<file path="src/rtl/pattern_match_unit.sv">
module pattern_match_unit #(
  parameter int WIDTH = 8
) (
  input  logic                                 clk,
  input  logic                                 rst_n,
  input  logic [WIDTH-1:0]                     port_in,
  input  logic [1:0]                           mode,
  input  logic                                 latched_mode,
  input  logic [WIDTH-1:0]                     pol_bits,
  input  logic [WIDTH-1:0]                     edge_bits,
  input  logic [WIDTH-1:0]                     mask_bits,
  input  logic                                 match_only,
  input  logic                                 irq_en,
  input  logic                                 clr_ip,
  output logic [WIDTH-1:0]                     data_out,
  output logic                                 match_flag,
  output logic                                 ip,
  output logic                                 irq,
  output logic [((WIDTH>1)?$clog2(WIDTH):1)-1:0] vec_idx
);
  localparam int IW = (WIDTH > 1) ? $clog2(WIDTH) : 1;
  localparam logic [1:0] M_OFF = 2'b00, M_AND = 2'b01, M_OR = 2'b10, M_LVL = 2'b11;

  logic [WIDTH-1:0] cur_q, prev_q, hold_q, hit, active;
  logic             match_q, frozen_q;
  logic             all_ok, match_c, lvl, evt, chg;
  logic [IW-1:0]    idx_c;

  always_ff @(posedge clk or negedge rst_n)
    if (!rst_n) begin
      cur_q  <= '0;
      prev_q <= '0;
    end else begin
      cur_q  <= port_in;
      prev_q <= cur_q;
    end

  for (genvar g = 0; g < WIDTH; g++) begin : g_line
    logic rise, fall;
    assign rise = cur_q[g] & ~prev_q[g];
    assign fall = ~cur_q[g] & prev_q[g];
    always_comb
      case ({mask_bits[g], edge_bits[g]})
        2'b00:   hit[g] = 1'b0;
        2'b01:   hit[g] = rise | fall;
        2'b10:   hit[g] = (cur_q[g] == pol_bits[g]);
        default: hit[g] = pol_bits[g] ? rise : fall;
      endcase
  end

  assign active = mask_bits | edge_bits;
  assign all_ok = &(hit | ~active);
  assign lvl    = (mode == M_LVL);
  assign chg    = (cur_q != prev_q);

  always_comb
    case (mode)
      M_AND:   match_c = all_ok & (|active);
      M_OR:    match_c = |hit;
      M_LVL:   match_c = ~latched_mode & (|hit);
      default: match_c = 1'b0;
    endcase

  always_comb begin
    idx_c = '0;
    for (int i = 0; i < WIDTH; i++)
      if (hit[i]) idx_c = IW'(i);
  end

  assign evt = ~lvl & match_c & ~match_q;

  always_ff @(posedge clk or negedge rst_n)
    if (!rst_n) begin
      match_q    <= 1'b0;
      match_flag <= 1'b0;
      ip         <= 1'b0;
      vec_idx    <= '0;
    end else begin
      match_q <= match_c;
      if (mode == M_OFF)  match_flag <= 1'b0;
      else if (lvl)       match_flag <= match_c;
      else                match_flag <= (match_flag & ~clr_ip) | evt;
      ip      <= (ip & ~clr_ip) | evt | (lvl & match_c) | (~match_only & chg);
      vec_idx <= (lvl & match_c) ? idx_c : '0;
    end

  always_ff @(posedge clk or negedge rst_n)
    if (!rst_n) begin
      frozen_q <= 1'b0;
      hold_q   <= '0;
    end else if (!latched_mode) begin
      frozen_q <= 1'b0;
    end else if (evt && !frozen_q) begin
      frozen_q <= 1'b1;
      hold_q   <= cur_q;
    end else if (clr_ip) begin
      frozen_q <= 1'b0;
    end

  assign data_out = frozen_q ? hold_q : cur_q;
  assign irq      = ip & irq_en;

  a_r6_off_no_flag: assert property (@(posedge clk) disable iff (!rst_n)
    (mode == M_OFF) |=> !match_flag);
  a_r11_latched_level_no_flag: assert property (@(posedge clk) disable iff (!rst_n)
    (latched_mode && mode == M_LVL) |=> !match_flag);
  a_r5_vec_implies_flag: assert property (@(posedge clk) disable iff (!rst_n)
    (vec_idx != '0) |-> match_flag);
  a_r3_flag_rise_sets_ip: assert property (@(posedge clk) disable iff (!rst_n)
    $rose(match_flag) |-> ip);
  a_r10_frozen_stable: assert property (@(posedge clk) disable iff (!rst_n)
    (frozen_q && $past(frozen_q)) |-> (data_out == $past(data_out)));
endmodule

</file>
<file path="config.mk">
export PLATFORM = sky130hd
export DESIGN_NAME = pattern_match_unit
export DESIGN_NICKNAME = d
export VERILOG_FILES = /design/src/rtl/pattern_match_unit.sv
export SDC_FILE = /design/constraint.sdc
export NUM_CORES = 1
export LEC_CHECK = 0
export BUFFER_PORTS_ARGS = -buffer_cell sky130_fd_sc_hd__buf_2
export CAP_MARGIN = 30
export CELL_PAD_IN_SITES_DETAIL_PLACEMENT = 0
export CELL_PAD_IN_SITES_GLOBAL_PLACEMENT = 1
export CORE_ASPECT_RATIO = 1.25
export CORE_MARGIN = 5
export CORE_UTILIZATION = 41
export CTS_BUF_LIST = sky130_fd_sc_hd__clkbuf_4 sky130_fd_sc_hd__clkbuf_8
export DETAILED_ROUTE_END_ITERATION = 8
export GPL_ROUTABILITY_DRIVEN = 0
export PLACE_DENSITY = 0.93
export SLEW_MARGIN = 15
export SYNTH_ARGS = -nofsm -noshare
export SYNTH_HDL_FRONTEND = slang
export SYNTH_SLANG_ARGS = --single-unit
</file>
<file path="constraint.sdc">
create_clock -name clk -period 4 [get_ports clk]
set_input_delay 0.2 -clock clk [delete_from_list [all_inputs] [get_ports clk]]
set_output_delay 0.2 -clock clk [all_outputs]
set_load 0.01 [all_outputs]
</file>
Word level (Yosys, flattened, before mapping)
Cells that the tools add are included.
Cells by class
  $add $sub $neg: 0
  multipliers: 0
  div/mod/pow operators: 0
  magnitude comparators: 0
  equality and inequality tests: 29
  shift-type cells: 0
  mux-type cells: 31
  bitwise logic cells: 61
  reductions and logical operators: 15
Operators by type and width (count)
  one-hot mux 1 bit (3 select lines): 9
  bitwise AND 1 bit: 25
  2-to-1 mux 3 bit: 7
  inverter 1 bit: 21
  equality test 2 bit, second input constant: 10
  equality test 2 x 1 -> 1 bit, second input constant: 9
  zero test 2 bit: 9
  OR 8 bit: 2
  OR reduction 8 bit: 2
  2-to-1 mux 1 bit: 14
  OR 1 bit: 12
  equality test 1 bit: 8
  2-to-1 mux 8 bit: 1
  inequality test 8 bit: 1
  inverter 8 bit: 1
  AND reduction 8 bit: 1
  inequality test 3 x 1 -> 1 bit, second input constant: 1
  AND reduction 2 bit: 1
  logical AND 1 bit: 1
  zero test 1 bit: 1
Storage, ports and cells
  bits in registers: 31
  bits in latches: 0
  RAM bits: 0
  bits in read-only memories: 0
  bits of input ports: 40
  memories kept: 0

Longest topological paths before layout
Gate-level depths: netlist (run 1).
  depth after elaboration: 13
  depth in mapped cells: 10
  depth with buffers taken out: 9

Worst setup path before layout (run 1)
OpenSTA, ideal clock, no wires.
  kind: reg2reg
  start: reg cur_q[7]
  end: reg hold_q[0]
  arrival: 2628 ps
  data required time: 3875 ps
  slack: 1247 ps
  stages on the path, launching flop included: 11
  path buffers: 1
  clock period less this slack: 2753 ps
  cells stage by stage: dfrtp_1 inv_1 ha_1 mux2i_1 mux2i_1 a21o_1 or4b_4 o41ai_4 o22a_1 buf_6 mux2_2
Between the ends
  word-level cells in the longest chain between the ends: 12
RTL lines
  from (decl): line 24  | logic [WIDTH-1:0] cur_q, prev_q, hold_q, hit, active;
  from (signal assigned): line 34  | cur_q <= port_in;
  inverter 1 bit: line 41  | assign fall = ~cur_q[g] & prev_q[g];
  bitwise AND 1 bit: line 41
  2-to-1 mux 1 bit or OR 1 bit (tied branches): line 47, 45
  one-hot mux 1 bit (3 select lines) (*): line 43  | case ({mask_bits[g], edge_bits[g]})
  OR 8 bit: line 52  | assign all_ok = &(hit | ~active);
  AND reduction 8 bit: line 52
  bitwise AND 1 bit: line 58  | M_AND: match_c = all_ok & (|active);
  one-hot mux 1 bit (3 select lines) (*): line 57  | case (mode)
  bitwise AND 1 bit (*) (2 in series): line 70  | assign evt = ~lvl & match_c & ~match_q;
  logical AND 1 bit (*): line 93  | end else if (evt && !frozen_q) begin
  AND reduction 2 bit (no source line) (*)
  to (signal assigned): line 95  | hold_q <= cur_q;
  to (decl): line 24
Every way passes the cells marked *; elsewhere a longest branch is shown, timed or not.
A chain may end at the register's enable or synchronous reset.

Final worst setup path (run 1)
  start: reg cur_q[4]
  end: reg hold_q[6]
The elaborated chain is that of the path after synthesis.

==> results.md, run 1 <==
- Status: completed
- Worst Tran Pin Value: 0.678 ns
- Library cells used by synthesis: 44
- Critical Path AT: roughly 3.5 ns
- Vias in the first global route: 1947
- Total number of vias: 1872
- Layout area overhead: 18.6%
- Endpoints failing setup: 0
- Final wirelength: 5150 um
- First-pass GRT wire length: 8760 um
- Synth Area in XOR/XNOR: 3.67%
- Final core occ: roughly half
- Final worst path period share: 82.0%
- Worst Clk Skew: between 0.006 and 0.007 ns
- CTS tree: yes
- Largest fanout on the critical path: 9
- Die ar.: a little under 7000 um^2
- Syn nets: 285
- Fin cells: 344
- Largest family of logic cells by synthesized area: compound AO/OA/AOI/OAI gates
- Max-Cap Viols: 0
- Pwr Total: between 0.8 and 0.9 mW
- Rel. slew slack: 54.2%
- RSZ-0062 raised after global routing: no
- Layout cells sized above 1: a little over a quarter
- CTS root buf: clkbuf_8
- Cell count after synthesis: 229
- Syn_area_per_cell: roughly 9.4 um^2
- F_max: 305 MHz
- Sequential-to-total area share from yosys stat: 36.1%
- Largest net degree at the start of global routing: 32
- Most common cell after layout, fill and taps aside: buf_2
- Cell family with most CP delay: compound AO/OA/AOI/OAI gates
- Setup CP Type: reg2reg
- Most frequent cells in the layout: buf_2, dfrtp_1, nand2_1
- Worst Path Buf+Inv: 1
- Setup TNS: 0 ns
- Final Hold Viols: 0
- Pleak: 1.25 nW
- DR iter-0 viols: 93
- Number of synthesized register bits: 31
- Layout Nets: 337
- Gr ovfl total: 0
- Multiplexer share of the synthesized area: 10.3%
- Max IR drop VDD: 0.000174 V
- Setup bufs post-CTS: 0
- Compound-Gate Fraction of Synth Area: 17.5%
- Async SR Flop Fraction: 100%
- Max Slew Vio Count: 0
- Post-synthesis simple-gate area fraction: 17.3%
- Antenna Nets Post-Route: 0
- Pwr dens: 322 nW/um^2
- Ys Warns: 0
- DR vias/cell: 5.44
- FP Rows: 29
- Die height: 90.9 um
- Cell chain of the critical path: inv_1, ha_1, mux2i_1, mux2i_1, a21oi_1, or4b_4, o41ai_4, o22a_1, mux2_2
- Hpwl dp: just over 4000 um
- Post-Syn Area: 2150 um^2
- Initial antenna violation count: 0
- PostCTS Resize Cnt: 0
- Max stage delay on crit path: 0.54 ns
- GRT Util Overall: 16.6%
- Most frequent CP cell: mux2i_1
- Post-Synth Adder-Cell Area: around a tenth
- Placed Area: 2450 um^2
- Num CTS Buffers: 5
- CTS Sinks: 31
- Worst skew pair latency: 0.28 ns
- Placed cells: 335
- CTS Hold Bufs: 1
- Clock Path Buffers: 2
- Design Area, Final: 2550 um^2
- Drt drc: 0
- Top Ports: 54
- Drt pass-1 iters: 4
- Element type at the critical path start: flop
- Initial Utilization: 42.3%
- PortBufs: 53
- Hold WC Path Type: in2reg
- Clk pin slew, worst setup/hold paths: approximately 0.070 ns
- Critical Path Slowest Stage Cell: or4b_4
- Main synth FF type: dfrtp_1
- Critical Path RT: about 4.2 ns
- Crit. End Element: flop
- Chip width: 74.7 um
- H-tree depth: 2
- DR WL/cell: between 10 and 15 um
- N_diodes: 0
- Post-synth EDFFs: 0
- Core Area: 5080 um^2
- Tmin final: 3.28 ns
==> layout make-up <==
| class | instances | area [um^2] |
|---|---|---|
| Fill cell | 488 | 2530 |
| Multi-Input combinational cell | 167 | 1250 |
| Sequential cell | 31 | 776 |
| Timing Repair Buffer | 54 | 275 |
| Inverter | 22 | 82.6 |
| Tap cell | 62 | 77.6 |
| Clock buffer | 5 | 68.8 |
| Clock inverter | 3 | 20.0 |
==> registers in the layout, summed over array words and instances, names as in the netlist <==
name / cells
frozen_q: 1
hold_q: 8
ip: 1
match_q: 1
match_flag: 1
prev_q: 8
vec_idx: 3
cur_q: 8
==> worst reg2reg max path: cells and delay by family, from the launching register on <==
family                     cells  cell delay [ns]
and+or+nand+nor                1             0.54
muxes                          3             0.61
DFF                            1             0.45
AOI/OAI and AO/OA              3             1.25
adders and majority gates      1             0.22
buffers and inverters          1             0.10
==> layer usage <==
metal / global-route usage, % / vias up / wire length [um]
met2: 26.8 / 55 / 2500
met4: 8.16 / 0 / 185
met5: 0 / - / 0
li1: - / 922 / -
met3: 3.79 / 15 / 314
met1: 20.2 / 880 / 2140
==> path summary, 6_finish.rpt <==
check / startpoint / end / slack, ns / cells past startpoint
max in group asynchronous: rst_n / hold_q[7] / 3.06 / 2
setup reg to reg: cur_q[4] / hold_q[6] / 0.72 / 9
hold / removal: port_in[1] / cur_q[1] / 0.02 / 1
min in group asynchronous: rst_n / prev_q[3] / 0.49 / 2
hold reg to reg: cur_q[6] / prev_q[6] / 0.48 / 0
setup / recovery: cur_q[4] / hold_q[6] / 0.72 / 9
==> synth_stat cells, types with 2 or more instances <==
library cell | count | area, um^2
dfrtp_1 | 31 | 776
and2_1 | 2 | 12.5
a211oi_1 | 3 | 22.5
o21ai_0 | 14 | 70.1
nor4_1 | 6 | 37.5
a21oi_1 | 4 | 20.0
xnor2_1 | 2 | 17.5
a21o_1 | 2 | 15.0
o22ai_1 | 4 | 25.0
nor2_1 | 11 | 41.3
nand2_1 | 27 | 101
o21a_1 | 2 | 15.0
o2111ai_1 | 5 | 43.8
clkbuf_1 | 8 | 30.0
xor2_1 | 7 | 61.3
nand3b_1 | 2 | 15.0
or2_2 | 2 | 12.5
inv_1 | 22 | 82.6
mux2_2 | 8 | 90.1
mux2i_1 | 13 | 130
nand4_1 | 4 | 25.0
nor3b_1 | 7 | 52.6
o211a_1 | 3 | 30.0
o211ai_1 | 2 | 15.0
nand2b_1 | 4 | 25.0
ha_1 | 16 | 200
==> logic make-up after synthesis <==
logic type	after synthesis
simple gates	71
compound gates	50
buf+inv	31
flops	31
mux	21
fa+ha+maj	16
xor+xnor	9
==> power breakdown <==
| part | leakage [nW] | internal (mW) | switching, mW |
|---|---|---|---|
| logic | 0.834 | 0.0962 | 0.107 |
| clock network | 0.0402 | 0.121 | 0.118 |
| registers | 0.372 | 0.352 | 0.0264 |
==> through the flow <==
stage          worst slack, ns  hold slack, ns
2_1_floorplan             1.25         -0.0956
3_3_place_gp             0.860           0.273
3_5_place_dp             0.815           0.287
4_1_cts                  0.723         0.00931
5_1_grt                  0.526         0.00822
6_report                 0.719          0.0183
(Power assumes the default switching activity.)
==> run 2, diff against run 1 <==
==> constraint.sdc (replaced) <==
create_clock -name clk -period 3.2 [get_ports clk]
set_input_delay 0.16 -clock clk [delete_from_list [all_inputs] [get_ports clk]]
set_output_delay 0.16 -clock clk [all_outputs]
set_load 0.01 [all_outputs]
==> results.md, run 2 (same netlist as run 1, synthesis figures left out) <==
- DR iter-0 viols: a little under 100
- FP Rows: 29
- CTS tree: yes
- Most common cell after layout, fill and taps aside: buf_2
- Die height: approximately 91 um
- Int Power: 0.880 mW
- Top Ports: 54
- DR vias/cell: 5.38
- Max Slew Vio Count: 0
- Critical Path AT: 3.06 ns
- Biggest regs: cur_q x8, hold_q x8, prev_q x8
- Worst Clk Skew: 0.00601 ns
- Status: completed
- Clock group share of total power: 38.4%
- First-pass GRT wire length: 8800 um
- Most frequent cells in the layout: buf_2, dfrtp_1, nand2_1
- CTS root buf: clkbuf_8
- CP startpoint: cur_q[7]
- Crit Reg-Reg Endpoint: hold_q[1]
- Sw power: 0.321 mW
- Num CTS Buffers: 5
- Critical Path RT: 3.37 ns
- Sequential share of power: 39.5%
- Final worst path period share: around 90%
- Setup TNS: 0 ns
- Wire length on met2: 2690 um
- Sw frac: a little over a quarter
- Final wirelength: 5370 um
- Clock Path Buffers: 2
- Drt drc: 0
- Crit. End Element: flop
- Reg2Reg Setup Slack: just over 0.3 ns
- Pwr dens: 445 nW/um^2
- Total number of vias: 1909
- Hpwl dp: 4300 um
- Chip width: around 75 um
- H-tree depth: 2
- Worst skew pair latency: roughly 0.28 ns
- Largest fanout on the critical path: 6
- Reg2reg start: cur_q[7]
- PostCTS Resize Cnt: 0
- Layout Nets: 348
- Logic pwr share: 22.1%
- Core Area: 5080 um^2
- Layout cells sized above 1: 26.3%
- Layout area overhead: 25.6%
- Highest routed layer: met4
- Worst Tran Pin Value: 0.763 ns
- N_diodes: 0
- Tmin final: 2.89 ns
- Worst Hold Margin: 0.0884 ns
- Drt pass-1 iters: 4
- Clk pin slew, worst setup/hold paths: 0.07 ns
- PortBufs: 53
- Initial Utilization: a little over two fifths
- Initial antenna violation count: 0
- Setup CP Type: reg2reg
- Max-Cap Viols: 0
- DR WL/cell: about 15 um
- Layout fillers: 519
- CTS Sinks: 31
- Antenna Nets Post-Route: 0
- End point of the critical path: hold_q[1]
- Die ar.: 6790 um^2
- Rel. slew slack: 48.5%
- Element type at the critical path start: flop
- Largest net degree at the start of global routing: 32
- Pleak: 1.32 nW
- Vias in the first global route: 1879
- WL met1: 2320 um
- Setup bufs post-CTS: 0
- Worst reg-to-reg path cell count: 9
- GRT Util Overall: between 10% and 20%
- Hold WC Path Type: in2reg
- Final Hold Viols: 0
- F_max: around 350 MHz
- Max IR drop VDD: 0.000322 V
- Endpoints failing setup: 0
- Gr ovfl total: 0
- RSZ-0062 raised after global routing: no
- Met3 Wirelength: 286 um
==> run 2: changes by cell type in the layout (fill, tap and decap cells not counted), sizes merged <==
cell         change
bufinv           +2
buf              +3
clkinv           -1
clkinvlp         -1
dlygate4sd3      +8
==> run 2: worst min-delay path by stage <==
| stage | from | endpoint | slack [ns] | depth (start not counted) |
|---|---|---|---|---|
| after floorplan | rst_n | cur_q[0] | -0.14 | 0 |
| after global placement | rst_n | cur_q[3] | 0.24 | 1 |
| after detailed placement | rst_n | prev_q[3] | 0.25 | 1 |
| after CTS | clr_ip | frozen_q | 0.08 | 2 |
| after global routing | clr_ip | frozen_q | 0.08 | 2 |
| final | clr_ip | frozen_q | 0.09 | 2 |
==> run 2: worst max-delay path, stage by stage, from the launching register on <==
cell and delay, ns:
dfrtp_1 0.43, inv_1 0.10, ha_1 0.35, mux2i_1 0.08, a21o_1 0.21, or4b_4 0.55
o41ai_4 0.38, o22a_1 0.19, buf_4 0.15, mux2_2 0.33
==> run 2: power by group through the flow <==
| stage | Combinational, mW | Sequential (mW) | Clock, mW |
|---|---|---|---|
| 2_1_floorplan | 0.165 | 0.472 | 0 |
| 3_3_place_gp | 0.251 | 0.479 | 0 |
| 3_5_place_dp | 0.257 | 0.482 | 0 |
| 4_1_cts | 0.267 | 0.474 | 0.471 |
| 5_1_grt | 0.296 | 0.480 | 0.489 |
| 6_report | 0.265 | 0.474 | 0.461 |
==> run 2: final cells by class <==
type,instances,area (um^2),area share [%]
Clock inverter,3,67.6,2.50
Sequential cell,31,776,28.8
Clock buffer,5,68.8,2.55
Inverter,22,82.6,3.06
Multi-Input combinational cell,167,1250,46.2
Timing Repair Buffer,65,378,14.0
Tap cell,62,77.6,2.88
==> run 2: metal layers <==
| metal | vias up | GRT usage [%] |
|---|---|---|
| li1 | 944 | - |
| met1 | 910 | 21.9 |
| met2 | 48 | 27.6 |
| met3 | 7 | 2.90 |
| met4 | 0 | 4.60 |
| met5 | - | 0 |
==> run 2: through the flow <==
step / setup slack [ns] / utilization (%) / instances / instance area (um^2) / power [mW]
floorplan: 0.447 / - / 229 / 2150 / 0.637
global placement: 0.383 / 48.6 / 338 / 2470 / 0.731
detailed placement: 0.298 / 48.6 / 338 / 2470 / 0.738
CTS: 0.289 / 53.1 / 355 / 2700 / 1.21
global route: 0.135 / 53.1 / 355 / 2700 / 1.26
finish: 0.308 / 53.1 / 355 / 2700 / 1.20
==> run 2: repair_timing <==
action	4_1_cts	5_1_grt
setup endpoints to repair	0	0
hold buffers	9	0
hold endpoints to repair	39	0
==> run 3, diff against run 2 <==
--- a/config.mk
+++ b/config.mk
@@ -11,11 +11,11 @@
 export CELL_PAD_IN_SITES_GLOBAL_PLACEMENT = 1
 export CORE_ASPECT_RATIO = 1.25
 export CORE_MARGIN = 5
-export CORE_UTILIZATION = 41
+export CORE_UTILIZATION = 45
 export CTS_BUF_LIST = sky130_fd_sc_hd__clkbuf_4 sky130_fd_sc_hd__clkbuf_8
 export DETAILED_ROUTE_END_ITERATION = 8
 export GPL_ROUTABILITY_DRIVEN = 0
-export PLACE_DENSITY = 0.93
+export PLACE_DENSITY = 0.95
 export SLEW_MARGIN = 15
 export SYNTH_ARGS = -nofsm -noshare
 export SYNTH_HDL_FRONTEND = slang
==> constraint.sdc (replaced) <==
create_clock -name clk -period 3.4 [get_ports clk]
set_input_delay 0.17 -clock clk [delete_from_list [all_inputs] [get_ports clk]]
set_output_delay 0.17 -clock clk [all_outputs]
set_load 0.01 [all_outputs]
==> results.md, run 3 (same netlist as run 1, synthesis figures left out) <==
- Status: completed
- H-tree depth: 2
- Tmin final: 2.99 ns
- N_diodes: 0
- Reg2Reg Setup Slack: approximately 0.41 ns
- Gr ovfl total: 0
- Storage element area: between 700 and 800 um^2
- Clock Path Buffers: 2
- DR vias/cell: 5.34
- Worst Clk Skew: 0.00539 ns
- Num CTS Buffers: 5
- Worst skew pair latency: 0.28 ns
- GRT Util Overall: 18.2%
- Total number of vias: around 1.9k
- F_max: 335 MHz
- WL met1: 2060 um
- Max Slew Vio Count: 0
- Die ar.: between 6000 and 7000 um^2
- WHS Endpoint: frozen_q
- Layout Nets: 347
- Biggest regs: cur_q x8, hold_q x8, prev_q x8
- Worst Tran Pin Value: 0.643 ns
- Final worst path period share: 87.9%
- CTS tree: yes
- Most frequent CP cell: mux2i_1
- Layout area overhead: 22.9%
- Die height: just under 90 um
- DR iter-0 viols: 68
- PortBufs: 53
- Rel. slew slack: 56.0%
- Multi-input gate area: 1250 um^2
- Crit Reg-Reg Endpoint: hold_q[0]
- Largest fanout on the critical path: 6
- Drt pass-1 iters: 4
- Largest net degree at the start of global routing: 32
- Pwr dens: 371 nW/um^2
- CTS Sinks: 31
- Met3 Wirelength: approximately 250 um
- First-pass GRT wire length: 8850 um
- Final wirelength: 5130 um
- Element type at the critical path start: flop
- Pwr Total: 0.979 mW
- Chip width: 71.8 um
- Layout fillers: 455
- Layout cells sized above 1: 25.8%
- Pleak: approximately 1.3 nW
- Critical Path RT: 3.57 ns
- Crit. End Element: flop
- Hpwl dp: 4090 um
- Placed Area: 2460 um^2
- Cell chain of the critical path: inv_1, ha_1, mux2i_1, mux2i_1, a21o_1, or4b_4, o41ai_4, o22a_1, buf_4, mux2_2
- Most common cell after layout, fill and taps aside: buf_2
- CTS root buf: clkbuf_8
- Placed cells: 335
- Wire length on met2: 2630 um
- Setup CP Type: reg2reg
- Clk pin slew, worst setup/hold paths: 0.06 ns
- Drt drc: 0
- Fin cells: around 350
- Pre-CTS setup slack: 0.420 ns
- Worst reg-to-reg path cell count: 10
- DR WL/cell: between 10 and 15 um
- Initial Utilization: 45.7%
- Vias in the first global route: roughly 2k
- Max IR drop VDD: 0.000250 V
- Core Area: 4690 um^2
- Reg2reg start: cur_q[7]
- Hold Path Stages: 2
- Critical Path AT: 3.16 ns
- Most frequent cells in the layout: buf_2, dfrtp_1, nand2_1
- Endpoints failing setup: 0
- Initial antenna violation count: 0
- Design Area, Final: 2640 um^2
- Worst Hold Launch: clr_ip
- Top Ports: 54
- Highest routed layer: met4
- Fin worst setup slack: 0.411 ns
- Max stage delay on crit path: 0.54 ns
- Max-Cap Viols: 0
- RSZ-0062 raised after global routing: no
- Critical Path Slowest Stage Cell: or4b_4
- Setup TNS: 0 ns
- FP Rows: 28
- Final Hold Viols: 0
- PostCTS Resize Cnt: 0
- Hold WC Path Type: in2reg
- Antenna Nets Post-Route: 0
-- run 3: routing by layer --
layer | vias up | track usage (%)
li1 | 941 | -
met1 | 880 | 20.3
met2 | 39 | 31.4
met3 | 14 | 4.27
met4 | 0 | 10.6
met5 | - | 0
-- run 3: repair_timing --
action                                  CTS  global route
endpoints found under the hold margin    39             0
hold buffers                              9             0
endpoints found under the setup margin    0             0
setup buffers                             0             0
-- run 3: worst max-delay path, delay by kind of cell, from the launching register on --
| family | cells | cell delay (ns) |
|---|---|---|
| compound gates | 3 | 0.88 |
| fa+ha+maj | 1 | 0.22 |
| buf+inv | 2 | 0.26 |
| flops | 1 | 0.43 |
| mux | 3 | 0.55 |
| simple gates | 1 | 0.54 |
-- run 3: stage by stage --
stage / hold WS [ns] / utilization (%)
3_5_place_dp: 0.241 / 52.4
6_report: 0.108 / 56.2
5_1_grt: 0.110 / 56.2
2_1_floorplan: -0.126 / -
3_3_place_gp: 0.242 / 52.4
4_1_cts: 0.106 / 56.2
-- run 3: how the worst max path moves through the flow --
| stage | cells after the start | slack [ns] | start | end |
|---|---|---|---|---|
| after detailed placement | 9 | 0.42 | cur_q[7] | hold_q[1] |
| after floorplan | 10 | 0.65 | cur_q[7] | hold_q[0] |
| after global routing | 10 | 0.18 | cur_q[4] | hold_q[0] |
| after CTS | 10 | 0.42 | cur_q[7] | hold_q[0] |
| after global placement | 9 | 0.50 | cur_q[7] | hold_q[3] |
| final | 10 | 0.41 | cur_q[7] | hold_q[0] |
-- run 3: report_power, final --
part           switching (mW)  internal [mW]  total, mW
Combinational           0.125          0.120      0.245
Sequential             0.0303          0.415      0.445
Clock                   0.130          0.158      0.288
-- run 3: layout make-up --
cell class | count | area share (%)
clock inverter | 1 | 0.190
tap | 60 | 2.84
clock buffer | 6 | 3.13
timing repair buffer | 64 | 14.0
inverter | 22 | 3.13
sequential | 31 | 29.4
multi-input combinational | 167 | 47.3
